File: config.mk
export PLATFORM = sky130hd
export DESIGN_NAME = pwm5l_modulator
export DESIGN_NICKNAME = d
export VERILOG_FILES = /design/src/rtl/pwm5l_pkg.sv /design/src/rtl/pwm5l_carrier.sv /design/src/rtl/pwm5l_duty.sv /design/src/rtl/pwm5l_leg.sv /design/src/rtl/pwm5l_modulator.sv
export SDC_FILE = /design/constraint.sdc
export NUM_CORES = 1
export LEC_CHECK = 0
export BUFFER_PORTS_ARGS = -buffer_cell sky130_fd_sc_hd__buf_2
export CAP_MARGIN = 10
export CORE_MARGIN = 2
export CORE_UTILIZATION = 51
export CTS_BUF_LIST = sky130_fd_sc_hd__clkbuf_8
export DETAILED_ROUTE_END_ITERATION = 16
export PLACE_DENSITY = 0.7
export SKIP_CTS_REPAIR_TIMING = 1
export SYNTH_ARGS = -nofsm -noshare
export SYNTH_HDL_FRONTEND = slang
export SYNTH_SLANG_ARGS = --single-unit
File: constraint.sdc
create_clock -name clk_i -period 4.4 [get_ports clk_i]
set_clock_uncertainty 0.1 [all_clocks]
set_input_delay 0.66 -clock clk_i [delete_from_list [all_inputs] [get_ports clk_i]]
set_output_delay 0.66 -clock clk_i [all_outputs]
set_load 0.01 [all_outputs]
File: src/rtl/pwm5l_pkg.sv
package pwm5l_pkg;

    // number of independently modulated legs
    localparam int unsigned LEGS = 4;

    // requested state of one switch pair
    typedef enum logic [1:0] {
        WANT_OFF  = 2'd0,
        WANT_MAIN = 2'd1,
        WANT_COMP = 2'd2
    } want_e;

endpackage

File: src/rtl/pwm5l_carrier.sv
module pwm5l_carrier
    import pwm5l_pkg::*;
#(
    parameter int unsigned DW = 6
) (
    input  logic                     clk_i,
    input  logic                     rst_i,
    output logic [LEGS-1:0][DW:0]    pos_o,
    output logic                     sync_o
);
    localparam int unsigned PW   = DW + 1;
    localparam logic [PW-1:0] LAST = '1;

    typedef struct packed {
        logic [PW-1:0] cnt;
    } car_st_t;

    car_st_t s_d, s_q;

    always_comb begin
        s_d     = s_q;
        s_d.cnt = s_q.cnt + 1'b1;
    end

    always_ff @(posedge clk_i) begin
        if (rst_i) begin
            s_q.cnt <= LAST;
        end else begin
            s_q <= s_d;
        end
    end

    // phase copies: leg k is k quarter periods ahead
    for (genvar k = 0; k < LEGS; k++) begin : g_phase
        localparam logic [PW-1:0] OFS = PW'(k * (1 << (DW - 1)));
        assign pos_o[k] = s_q.cnt + OFS;
    end

    assign sync_o = (s_q.cnt == '0);

    p_step_r2: assert property (@(posedge clk_i) disable iff (rst_i)
        (s_q.cnt != LAST) |=> (s_q.cnt == $past(s_q.cnt) + 1'b1));

    p_wrap_r2: assert property (@(posedge clk_i) disable iff (rst_i)
        (s_q.cnt == LAST) |=> (s_q.cnt == '0));

    p_sync_single_r2: assert property (@(posedge clk_i) disable iff (rst_i)
        sync_o |=> !sync_o);

endmodule

File: src/rtl/pwm5l_duty.sv
module pwm5l_duty
    import pwm5l_pkg::*;
#(
    parameter int unsigned DW = 6,
    parameter int unsigned OW = 8
) (
    input  logic                     clk_i,
    input  logic                     rst_i,
    input  logic [DW:0]              duty_i,
    input  logic signed [OW-1:0]     bal_a_i,
    input  logic signed [OW-1:0]     bal_b_i,
    input  logic signed [OW-1:0]     bal_c_i,
    input  logic [LEGS-1:0][DW:0]    pos_i,
    output logic [LEGS-1:0][DW:0]    duty_o
);
    localparam int unsigned SW = DW + 3;
    localparam int unsigned F  = 1 << DW;
    localparam logic [DW:0] LAST = '1;
    localparam logic signed [SW-1:0] FS = SW'(F);

    typedef struct packed {
        logic [LEGS-1:0][DW:0] duty;
    } duty_st_t;

    duty_st_t s_d, s_q;

    logic signed [SW-1:0] base;
    logic signed [SW-1:0] ext_a, ext_b, ext_c;
    logic [LEGS-1:0][DW:0] target;

    function automatic logic [DW:0] clamp(input logic signed [SW-1:0] v);
        if (v < 0) begin
            return '0;
        end else if (v > FS) begin
            return (DW+1)'(F);
        end else begin
            return v[DW:0];
        end
    endfunction

    always_comb begin
        base  = signed'({2'b00, duty_i});
        ext_a = SW'(bal_a_i);
        ext_b = SW'(bal_b_i);
        ext_c = SW'(bal_c_i);
        target[0] = clamp(base + ext_a);
        target[1] = clamp(base + ext_b);
        target[2] = clamp(base + ext_c);
        target[3] = clamp(base - ext_a);

        s_d = s_q;
        for (int k = 0; k < LEGS; k++) begin
            // take a new value only as the leg's carrier leaves its valley
            if (pos_i[k] == LAST) begin
                s_d.duty[k] = target[k];
            end
        end
    end

    always_ff @(posedge clk_i) begin
        if (rst_i) begin
            s_q.duty <= '0;
        end else begin
            s_q <= s_d;
        end
    end

    assign duty_o = s_q.duty;

    for (genvar k = 0; k < LEGS; k++) begin : g_chk
        p_duty_hold_r9: assert property (@(posedge clk_i) disable iff (rst_i)
            (pos_i[k] != LAST) |=> $stable(duty_o[k]));

        p_duty_cap_r5: assert property (@(posedge clk_i) disable iff (rst_i)
            duty_o[k] <= (DW+1)'(F));
    end

endmodule

File: src/rtl/pwm5l_leg.sv
module pwm5l_leg
    import pwm5l_pkg::*;
#(
    parameter int unsigned DW = 6,
    parameter int unsigned TW = 4
) (
    input  logic           clk_i,
    input  logic           rst_i,
    input  logic           en_i,
    input  logic [TW-1:0]  dead_i,
    input  logic [DW:0]    pos_i,
    input  logic [DW:0]    duty_i,
    output logic           main_o,
    output logic           comp_o
);
    localparam int unsigned F = 1 << DW;

    typedef struct packed {
        logic          raw;
        want_e         want;
        logic [TW-1:0] cnt;
        logic          main;
        logic          comp;
    } leg_st_t;

    leg_st_t s_d, s_q;

    logic [DW-1:0] carr;
    logic [DW+1:0] sum;
    want_e         want_now;

    always_comb begin
        s_d = s_q;

        // triangle: rising in first half, falling in second half
        carr  = pos_i[DW] ? ~pos_i[DW-1:0] : pos_i[DW-1:0];
        sum   = {2'b00, carr} + {1'b0, duty_i};
        s_d.raw = (sum >= (DW+2)'(F));

        if (!en_i) begin
            want_now = WANT_OFF;
        end else if (s_q.raw) begin
            want_now = WANT_MAIN;
        end else begin
            want_now = WANT_COMP;
        end
        s_d.want = want_now;

        if (want_now != s_q.want) begin
            s_d.cnt  = '0;
            s_d.main = 1'b0;
            s_d.comp = 1'b0;
        end else if (s_q.cnt < dead_i) begin
            s_d.cnt  = s_q.cnt + 1'b1;
            s_d.main = 1'b0;
            s_d.comp = 1'b0;
        end else begin
            s_d.main = (want_now == WANT_MAIN);
            s_d.comp = (want_now == WANT_COMP);
        end
    end

    always_ff @(posedge clk_i) begin
        if (rst_i) begin
            s_q.raw  <= 1'b0;
            s_q.want <= WANT_OFF;
            s_q.cnt  <= '0;
            s_q.main <= 1'b0;
            s_q.comp <= 1'b0;
        end else begin
            s_q <= s_d;
        end
    end

    assign main_o = s_q.main;
    assign comp_o = s_q.comp;

    p_no_overlap_r8: assert property (@(posedge clk_i) disable iff (rst_i)
        !(main_o && comp_o));

    p_gap_main_r8: assert property (@(posedge clk_i) disable iff (rst_i)
        $rose(main_o) |-> !$past(comp_o));

    p_gap_comp_r8: assert property (@(posedge clk_i) disable iff (rst_i)
        $rose(comp_o) |-> !$past(main_o));

    p_off_disabled_r10: assert property (@(posedge clk_i) disable iff (rst_i)
        !en_i |=> (!main_o && !comp_o));

endmodule

File: src/rtl/pwm5l_modulator.sv
module pwm5l_modulator
    import pwm5l_pkg::*;
#(
    parameter int unsigned DW = 6,
    parameter int unsigned OW = 8,
    parameter int unsigned TW = 4
) (
    input  logic                 clk_i,
    input  logic                 rst_i,
    input  logic                 en_i,
    input  logic [DW:0]          duty_i,
    input  logic signed [OW-1:0] bal_a_i,
    input  logic signed [OW-1:0] bal_b_i,
    input  logic signed [OW-1:0] bal_c_i,
    input  logic [TW-1:0]        dead_i,
    output logic [7:0]           gate_o,
    output logic                 sync_o
);
    logic [LEGS-1:0][DW:0] pos_w;
    logic [LEGS-1:0][DW:0] duty_w;

    pwm5l_carrier #(.DW(DW)) i_carrier (
        .clk_i  (clk_i),
        .rst_i  (rst_i),
        .pos_o  (pos_w),
        .sync_o (sync_o)
    );

    pwm5l_duty #(.DW(DW), .OW(OW)) i_duty (
        .clk_i   (clk_i),
        .rst_i   (rst_i),
        .duty_i  (duty_i),
        .bal_a_i (bal_a_i),
        .bal_b_i (bal_b_i),
        .bal_c_i (bal_c_i),
        .pos_i   (pos_w),
        .duty_o  (duty_w)
    );

    // main gates on bits 0,1,6,7; complements on bits 2..5 in leg order
    for (genvar k = 0; k < LEGS; k++) begin : g_leg
        localparam int MI = (k < 2) ? k : k + 4;
        localparam int CI = k + 2;
        logic main_w, comp_w;

        pwm5l_leg #(.DW(DW), .TW(TW)) i_leg (
            .clk_i  (clk_i),
            .rst_i  (rst_i),
            .en_i   (en_i),
            .dead_i (dead_i),
            .pos_i  (pos_w[k]),
            .duty_i (duty_w[k]),
            .main_o (main_w),
            .comp_o (comp_w)
        );

        assign gate_o[MI] = main_w;
        assign gate_o[CI] = comp_w;
    end

endmodule

==> summary.txt, run 1 <==
status - completed
I/O Pins - 47
Post-synth top cells - dfxtp_1, ha_1, nor2_1, inv_1
1st-pass router iterations - 4
Hold Fails Final Rpt - 0
post-synthesis adder-cell area fraction - 0.202
Post-Synthesis Cells - 590
die area - 10900 sq um
Worst setup EP type - flop
placer congestion estimate - 0.880
leakage - 2.53 nW
Nets - 737
HP Class - flop to flop
die height - 104 um
clk buf depth - 2
synth unique cells - 57
Post-DP Area - 5390 sq um
Synth area leaders - dfxtp_1, ha_1, xnor2_1
Final Power - 0.00180 W
crit start category - flop
htree depth - 3
fin util - 0.571
Final TNS setup - 0 ns
GR Overflow Total - 0
wire per inst - 14.0 um
WP data arrival - 3.07 ns
post-synthesis simple-gate area fraction - 0.187
# setup viols final - 0
Required @ worst endpoint - 4.56 ns
Worst Path Max Fanout - 16
Mapped Avg Cell Area - 8.70 sq um
drt total wl - 10.6 mm
layout cell share with drive strength beyond 1 - 0.131
Tot GR Track Use - 0.197
CTS root buffer - clkbuf_8
initial antenna violation count - 0
Worst Setup Path Type - flop to flop
CP max stage delay - 0.77 ns
Cell Area, Synth - 5130 sq um
number of buffers created by CTS - 9
Primary FF master, synth - dfxtp_1
sequential area share after synthesis - 0.277
fin. max-slew vios - 0
Worst-path clk slew - 0.08 ns
DR vias/cell - 5.46
hold path cells - 2
Post-Syn Nets - 706
compound-cell area share of the yosys netlist - 0.189
power per cell area - 322 nW/um^2
Post-synth EDFFs - 0
global-route wire length before repair - 17.9 mm
CP max stage cell - dfxtp_1
CTS tree - built
Worst slew margin - 0.536
Final min period - 2.91 ns
max_cap viols - 0
vias in the first global route - 4034
crit-path cells - xnor2_1, inv_1, xnor2_1, inv_1, fa_1, nand2b_1, o21bai_1, a21oi_1, nor2b_1, o21ai_0, a21oi_1
clock net sink count - 71
largest family of logic cells by synthesized area - adder cells
Ys Warns - 0
reg2reg path depth - 11
Initial Util - 0.525
ys async rst share - 0
Final ANT Viol Nets - 0
largest net degree at the start of global routing - 25
XOR/XNOR Fraction of Synth Area - 0.0768
mux share of post-synthesis cell area - 0.0119
layout overhead on the synthesized area - 8.83%
antenna cell count - 0
worst-skew pair later-pin latency - 0.33 ns
post-route cell area - 5590 sq um
# rows - 36
Port Buf Inserts - 46
Final period util - 0.661
RSZ-0062 raised after global routing - false
FMAX - 0.344 GHz
worst vdd ir - 0.146 mV
via count - 4143
#FFs+latches synth - 71
DP HPWL - 8.48 mm
top-count cell post-synth - dfxtp_1
core area - 9770 sq um
Synth top area share - 0.277
Die X - 104 um
Worst-Margin Slew - 0.695 ns
DRC Markers - 0
area leader, netlist - dfxtp_1
DRT iter0 DRCs - 145
==> placed cells by master, fill, tap and decap left out, types with 6 or more instances in the layout <==
cell type  instances
a211oi_1          12
a21o_1            15
a21oi_1           31
a22o_1            12
a31oi_1            6
buf_2             46
clkbuf_8           9
dfxtp_1           71
fa_1               8
ha_1              70
inv_1             39
nand2_1           36
nand2b_1          15
nand3_1           13
nor2_1            51
nor2b_1           12
nor3_1            14
o21ai_0           27
o21bai_1           7
or2_2              9
xnor2_1           36
xor2_1             9
==> area by class of cell <==
cell class / instances / area [sq um]
Multi-Input combinational cell: 454 / 3420
Inverter: 39 / 146
Fill cell: 908 / 4190
Clock inverter: 7 / 73.8
Sequential cell: 71 / 1420
Tap cell: 133 / 166
Timing Repair Buffer: 46 / 230
Clock buffer: 9 / 124
==> power by group <==
group / switching (W) / leakage, nW / internal, W
Clock: 0.000243 / 0.0992 / 0.000262
Sequential: 0.0000525 / 0.576 / 0.000671
Combinational: 0.000329 / 1.85 / 0.000238
==> stage by stage <==
stage / hold slack (ns) / cells / worst slack (ns)
after global placement: 0.349 / 743 / 1.46
after detailed placement: 0.358 / 743 / 1.41
after CTS: 0.371 / 759 / 1.51
final: 0.372 / 759 / 1.49
after floorplan: 0.324 / 590 / 1.70
after global routing: 0.392 / 759 / 1.20
==> critical path: cells and delay by family (launching register included) <==
| kind | cells | cell delay [ns] |
|---|---|---|
| DFF | 1 | 0.77 |
| and+or+nand+nor | 2 | 0.26 |
| xor gates and xnor gates | 2 | 0.54 |
| AOI/OAI and AO/OA | 4 | 0.50 |
| adders and majority gates | 1 | 0.37 |
| buffers and inverters | 2 | 0.29 |
==> kinds of logic (layout without fill, tap and decap cells) <==
logic type / Yosys count / after routing
and+or+nand+nor: 184 / 184
AOI/OAI and AO/OA: 141 / 141
adders and majority gates: 78 / 78
DFF: 71 / 71
buffers and inverters: 65 / 101
xor gates and xnor gates: 45 / 45
muxes: 6 / 6
==> state kept, by name, indices dropped and copies added, names as in the netlist <==
name                cells
g_leg.i_leg.comp_o      4
g_leg.i_leg.main_o      4
g_leg.i_leg.s_q        28
i_carrier.s_q           7
i_duty.duty_o          28
==> routing by layer <==
| layer | track usage | routed length, um |
|---|---|---|
| met4 | 0.0724 | 115 |
| met5 | 0 | 0 |
| met1 | 0.240 | 4930 |
| met3 | 0.0188 | 332 |
| met2 | 0.358 | 5270 |
==> path summary, 6_finish.rpt <==
check,end,from,slack (ns)
setup / recovery,g_leg[3].i_leg.s_q[8],i_carrier.s_q[6],1.49
hold / removal,i_duty.duty_o[26],i_duty.duty_o[26],0.37
setup reg to reg,g_leg[3].i_leg.s_q[8],i_carrier.s_q[6],1.49
hold reg to reg,i_duty.duty_o[26],i_duty.duty_o[26],0.37
Note: power is estimated with default switching activity, not from simulation.
==> run 2: changes to the inputs <==
--- a/config.mk
+++ b/config.mk
@@ -5,13 +5,14 @@
 export SDC_FILE = /design/constraint.sdc
 export NUM_CORES = 1
 export LEC_CHECK = 0
+export ABC_AREA = 1
 export BUFFER_PORTS_ARGS = -buffer_cell sky130_fd_sc_hd__buf_2
 export CAP_MARGIN = 10
 export CORE_MARGIN = 2
 export CORE_UTILIZATION = 51
 export CTS_BUF_LIST = sky130_fd_sc_hd__clkbuf_8
 export DETAILED_ROUTE_END_ITERATION = 16
-export PLACE_DENSITY = 0.7
+export PLACE_DENSITY = 0.73
 export SKIP_CTS_REPAIR_TIMING = 1
 export SYNTH_ARGS = -nofsm -noshare
 export SYNTH_HDL_FRONTEND = slang
==> constraint.sdc (replaced) <==
create_clock -name clk_i -period 2.6 [get_ports clk_i]
set_clock_uncertainty 0.1 [all_clocks]
set_input_delay 0.39 -clock clk_i [delete_from_list [all_inputs] [get_ports clk_i]]
set_output_delay 0.39 -clock clk_i [all_outputs]
set_load 0.01 [all_outputs]
==> summary.txt, run 2 <==
status - completed
leakage - 3.08 nW
post-route cell area - 5960 sq um
Post-synth EDFFs - 0
register area - 1420 sq um
FMAX - 0.410 GHz
number of buffers created by CTS - 9
placed cells - 965
drt total wl - 11.7 mm
Worst-path clk slew - 0.08 ns
Worst slew margin - 0.698
combinational power share - 0.333
synth unique cells - 46
die area - 11600 sq um
Synth top area share - 0.260
top-count cell post-synth - nand2_1
max_cap viols - 0
global-route wire length before repair - 20.5 mm
CTS root buffer - clkbuf_8
GR Overflow Total - 0
most frequent cells in the layout - nand2_1, inv_1, nor2_1, ha_1, dfxtp_1
Required @ worst endpoint - 2.75 ns
Hold Fails Final Rpt - 0
vias in the first global route - 4810
sequential area share after synthesis - 0.260
worst vdd ir - 0.246 mV
layout overhead on the synthesized area - 8.92%
#FFs+latches synth - 71
largest net degree at the start of global routing - 26
wire per inst - 12.0 um
DRC Markers - 0
Largest regs - g_leg.i_leg.s_q x28, i_duty.duty_o x28, i_carrier.s_q x7
worst-skew pair later-pin latency - 0.36 ns
fin cells - 980
Worst Path Max Fanout - 4
Post-Syn Nets - 913
via count - 4999
HP Class - primary input to flop
clk buf depth - 2
most common cell after layout, fill and taps aside - nand2_1
Ys Warns - 0
Final min period - 2.44 ns
Worst setup EP type - flop
htree depth - 3
# setup viols final - 0
Port Buf Inserts - 46
initial antenna violation count - 0
antenna cell count - 0
Die X - 108 um
Worst-Margin Slew - 0.451 ns
Tot GR Track Use - 0.219
CTS tree - built
Synth area leaders - dfxtp_1, ha_1, nand2_1
worst slack at placement - 0.151 ns
Post-synth top cells - nand2_1, inv_1, nor2_1, dfxtp_1, ha_1
Sw Ratio - 0.373
final worst slack - 0.159 ns
Flop pwr share - 0.407
area leader, netlist - dfxtp_1
DRT iter0 DRCs - 180
Nets - 956
die height - 108 um
ys async rst share - 0
crit start category - flop
RSZ-0062 raised after global routing - false
Primary FF master, synth - dfxtp_1
Worst Setup Path Type - flop to flop
power per cell area - 486 nW/um^2
Mapped Avg Cell Area - 6.87 sq um
Post-Synthesis Cells - 797
I/O Pins - 47
Post-DP Area - 5790 sq um
DR vias/cell - 5.10
hold_ws - 0.293 ns
Cell Area, Synth - 5470 sq um
placer congestion estimate - 0.878
clock net sink count - 71
Filler cells - 1010
Cell Int Power - 0.00181 W
Final TNS setup - 0 ns
1st-pass router iterations - 5
layout cell share with drive strength beyond 1 - 0.124
Initial Util - 0.528
area of the multi-input gates - 3500 sq um
Final ANT Viol Nets - 0
core area - 10400 sq um
Final period util - 0.939
fin. max-slew vios - 0
net switching power - 0.00108 W
# rows - 37
DP HPWL - 9.65 mm
clock group share of total power - 0.259
WP data arrival - 2.59 ns
==> run 2: cell types whose count changed in the layout (fill, tap and decap cells not counted), sizes merged, moves of 11 or more <==
cell,before,now
nand3,13,44
a21oi,32,58
xnor2,36,5
nor2,51,92
a21o,15,0
nand2,36,215
nor2b,12,1
nand2b,15,0
inv,39,117
a22o,13,0
==> run 2: power by group through the flow <==
stage	logic, W	clock network [W]	registers, W
4_1_cts	0.000963	0.000772	0.00118
6_report	0.000965	0.000751	0.00118
3_3_place_gp	0.000911	0	0.00120
5_1_grt	0.00111	0.000815	0.00119
3_5_place_dp	0.000952	0	0.00120
2_1_floorplan	0.000721	0	0.00118
==> run 2: layer usage <==
layer	up-vias	part of all wire	global-route usage
li1	2624	-	-
met1	2277	0.44	0.258
met2	78	0.50	0.401
met3	20	0.042	0.0490
met4	0	0.017	0.0559
met5	-	0	0
==> run 2: stage by stage <==
| stage | util | power (W) |
|---|---|---|
| detailed placement | 0.558 | 0.00216 |
| CTS | 0.574 | 0.00291 |
| finish | 0.575 | 0.00289 |
| global route | 0.575 | 0.00312 |
| floorplan | - | 0.00190 |
| global placement | 0.558 | 0.00211 |
==> run 2: final timing paths <==
| kind | from | to | slack (ns) | cells past startpoint |
|---|---|---|---|---|
| worst min register to register | i_carrier.s_q[0] | i_carrier.s_q[0] | 0.34 | 1 |
| worst min-delay path | rst_i | g_leg[0].i_leg.s_q[7] | 0.29 | 2 |
| worst max-delay path | i_carrier.s_q[0] | g_leg[1].i_leg.s_q[8] | 0.16 | 14 |
| worst max register to register | i_carrier.s_q[0] | g_leg[1].i_leg.s_q[8] | 0.16 | 14 |
==> run 2: area by class of cell <==
type                    count  share of cell area
inverters                 117              0.0737
flip-flops and latches     71               0.239
clock buffers               9              0.0208
well taps                 136              0.0286
repair buffers             51              0.0449
clock inverters             6             0.00651
multi-input cells         590               0.587
==> run 2: logic make-up after synthesis <==
kind of cell               Yosys count  synth area share
AOI/OAI and AO/OA                  111             0.126
xor gates and xnor gates            17            0.0272
adders and majority gates           78             0.189
buffers and inverters              136             0.102
DFF                                 71             0.260
and+or+nand+nor                    384             0.296
==> run 2: worst max-delay path: stages (launching register included) <==
cell and delay (ns):
dfxtp_1 0.38, inv_1 0.09, nand2_1 0.06, nand2_1 0.11, xor2_1 0.19, inv_1 0.07, ha_1 0.17, inv_1 0.06
fa_1 0.40, a211oi_2 0.21, nand4_1 0.10, a21oi_1 0.16, o21ai_1 0.10, nand2_1 0.08, inv_1 0.05
==> run 3: changes to the inputs <==
--- a/config.mk
+++ b/config.mk
@@ -6,13 +6,14 @@
 export NUM_CORES = 1
 export LEC_CHECK = 0
 export ABC_AREA = 1
-export BUFFER_PORTS_ARGS = -buffer_cell sky130_fd_sc_hd__buf_2
 export CAP_MARGIN = 10
 export CORE_MARGIN = 2
 export CORE_UTILIZATION = 51
 export CTS_BUF_LIST = sky130_fd_sc_hd__clkbuf_8
 export DETAILED_ROUTE_END_ITERATION = 16
-export PLACE_DENSITY = 0.73
+export DONT_BUFFER_PORTS = 1
+export MAX_ROUTING_LAYER = met4
+export PLACE_DENSITY = 0.69
 export SKIP_CTS_REPAIR_TIMING = 1
 export SYNTH_ARGS = -nofsm -noshare
 export SYNTH_HDL_FRONTEND = slang
==> summary.txt, run 3 (synthesis gave the netlist of run 2 again) <==
status - completed
RSZ-0062 raised after global routing - false
# rows - 37
die height - 108 um
Hold Fails Final Rpt - 0
Largest regs - g_leg.i_leg.s_q x28, i_duty.duty_o x28, i_carrier.s_q x7
Reg2Reg Launch Point - i_carrier.s_q[6]
Worst-path clk slew - 0.08 ns
global-route wire length before repair - 19.7 mm
initial antenna violation count - 0
post-route cell area - 5790 sq um
GR Overflow Total - 0
Tot GR Track Use - 0.215
htree depth - 3
DRT iter0 DRCs - 194
antenna cell count - 0
1st-pass router iterations - 4
I/O Pins - 47
DR vias/cell - 5.15
FMAX - 0.405 GHz
CP max stage cell - fa_1
Port Buf Inserts - 0
layout overhead on the synthesized area - 5.76%
DR top layer - met4
largest net degree at the start of global routing - 40
Worst-Margin Slew - 0.816 ns
worst-skew pair later-pin latency - 0.35 ns
placed cells - 917
Worst Setup Path Type - flop to flop
Post-DP Area - 5550 sq um
DP HPWL - 9.34 mm
via count - 4816
area of the multi-input gates - 3500 sq um
power per cell area - 524 nW/um^2
Met2 Routed Length - 5.70 mm
Final TNS setup - 0 ns
crit path launch - i_carrier.s_q[6]
leakage - 2.92 nW
Final min period - 2.47 ns
Worst Path Max Fanout - 7
max_cap viols - 0
worst vdd ir - 0.327 mV
Final ANT Viol Nets - 0
most frequent cells in the layout - nand2_1, inv_1, nor2_1, ha_1, dfxtp_1
Worst slew margin - 0.454
met3 WL - 388 um
Critical Path End - g_leg[1].i_leg.s_q[8]
CP max stage delay - 0.40 ns
reg2reg setup slack - 0.13 ns
drt total wl - 11.6 mm
vias in the first global route - 4637
placer congestion estimate - 0.922
Nets - 910
fin cells - 935
fin. max-slew vios - 0
# setup viols final - 0
clock net sink count - 71
reg2reg path depth - 14
most common cell after layout, fill and taps aside - nand2_1
core area - 10400 sq um
Final period util - 0.949
layout cell share with drive strength beyond 1 - 0.0701
HP Class - primary input to flop
Worst setup EP type - flop
wire per inst - 12.4 um
cell mode on critical path - inv_1
Required @ worst endpoint - 2.75 ns
DRC Markers - 0
Die X - 108 um
crit-path cells - inv_1, nand2_1, nand2_1, xor2_1, inv_1, ha_1, inv_1, fa_1, a211oi_1, nand4_1, a21oi_1, o21ai_0, nand2_1, inv_1
die area - 11600 sq um
number of buffers created by CTS - 9
RR Endpoint - g_leg[1].i_leg.s_q[8]
Initial Util - 0.528
Final Power - 0.00303 W
CTS root buffer - clkbuf_8
Filler cells - 1024
DRT met1 WL - 5.32 mm
WP data arrival - 2.62 ns
crit start category - flop
register area - 1420 sq um
CTS tree - built
clk buf depth - 2
## run 3: changes by cell type in the layout (fill, tap and decap cells not counted), sizes merged
| cell | delta |
|---|---|
| bufinv | +2 |
| buf | -48 |
| clkinv | -3 |
| inv | +3 |
| clkinvlp | -1 |
| dlygate4sd3 | +2 |
## run 3: worst min-delay path by stage
stage	start	to	slack [ns]	cells after the start
global route	rst_i	g_leg[1].i_leg.s_q[7]	0.001	1
floorplan	i_carrier.s_q[0]	i_carrier.s_q[0]	0.30	1
CTS	rst_i	i_duty.duty_o[1]	-0.02	1
global placement	i_carrier.s_q[0]	i_carrier.s_q[0]	0.32	1
finish	rst_i	g_leg[1].i_leg.s_q[6]	0.02	1
detailed placement	i_carrier.s_q[0]	i_carrier.s_q[0]	0.32	1
## run 3: routing by layer
| metal | vias to the layer above | track usage |
|---|---|---|
| met5 | - | - |
| met4 | 0 | 0.0641 |
| met3 | 28 | 0.0436 |
| met2 | 74 | 0.372 |
| met1 | 2187 | 0.251 |
| li1 | 2527 | - |
## run 3: power by group
part           total (W)  internal, W  leakage, nW  switching [W]
clock network   0.000946     0.000535        0.112       0.000411
logic           0.000902     0.000318         2.23       0.000585
registers        0.00118      0.00113        0.576      0.0000479
## run 3: final cells by class
cell class | instances | share of cell area
flip-flops and latches | 71 | 0.246
clock inverters | 7 | 0.0154
repair buffers | 5 | 0.00735
clock buffers | 9 | 0.0214
inverters | 117 | 0.0759
multi-input cells | 590 | 0.605
well taps | 136 | 0.0294
## run 3: metrics by stage
| stage | hold slack, ns | util | setup slack (ns) |
|---|---|---|---|
| floorplan | 0.296 | - | 0.303 |
| global placement | 0.316 | 0.535 | 0.293 |
| detailed placement | 0.318 | 0.535 | 0.150 |
| CTS | -0.0154 | 0.555 | 0.0685 |
| global route | 0.00148 | 0.558 | 0.00468 |
| finish | 0.0158 | 0.558 | 0.132 |
## run 3: critical path: cells and delay by family (launching register included)
family,cells,cell delay (ns)
adders and majority gates,2,0.59
buffers and inverters,4,0.28
DFF,1,0.39
and+or+nand+nor,4,0.36
AOI/OAI and AO/OA,3,0.48
xor gates and xnor gates,1,0.18
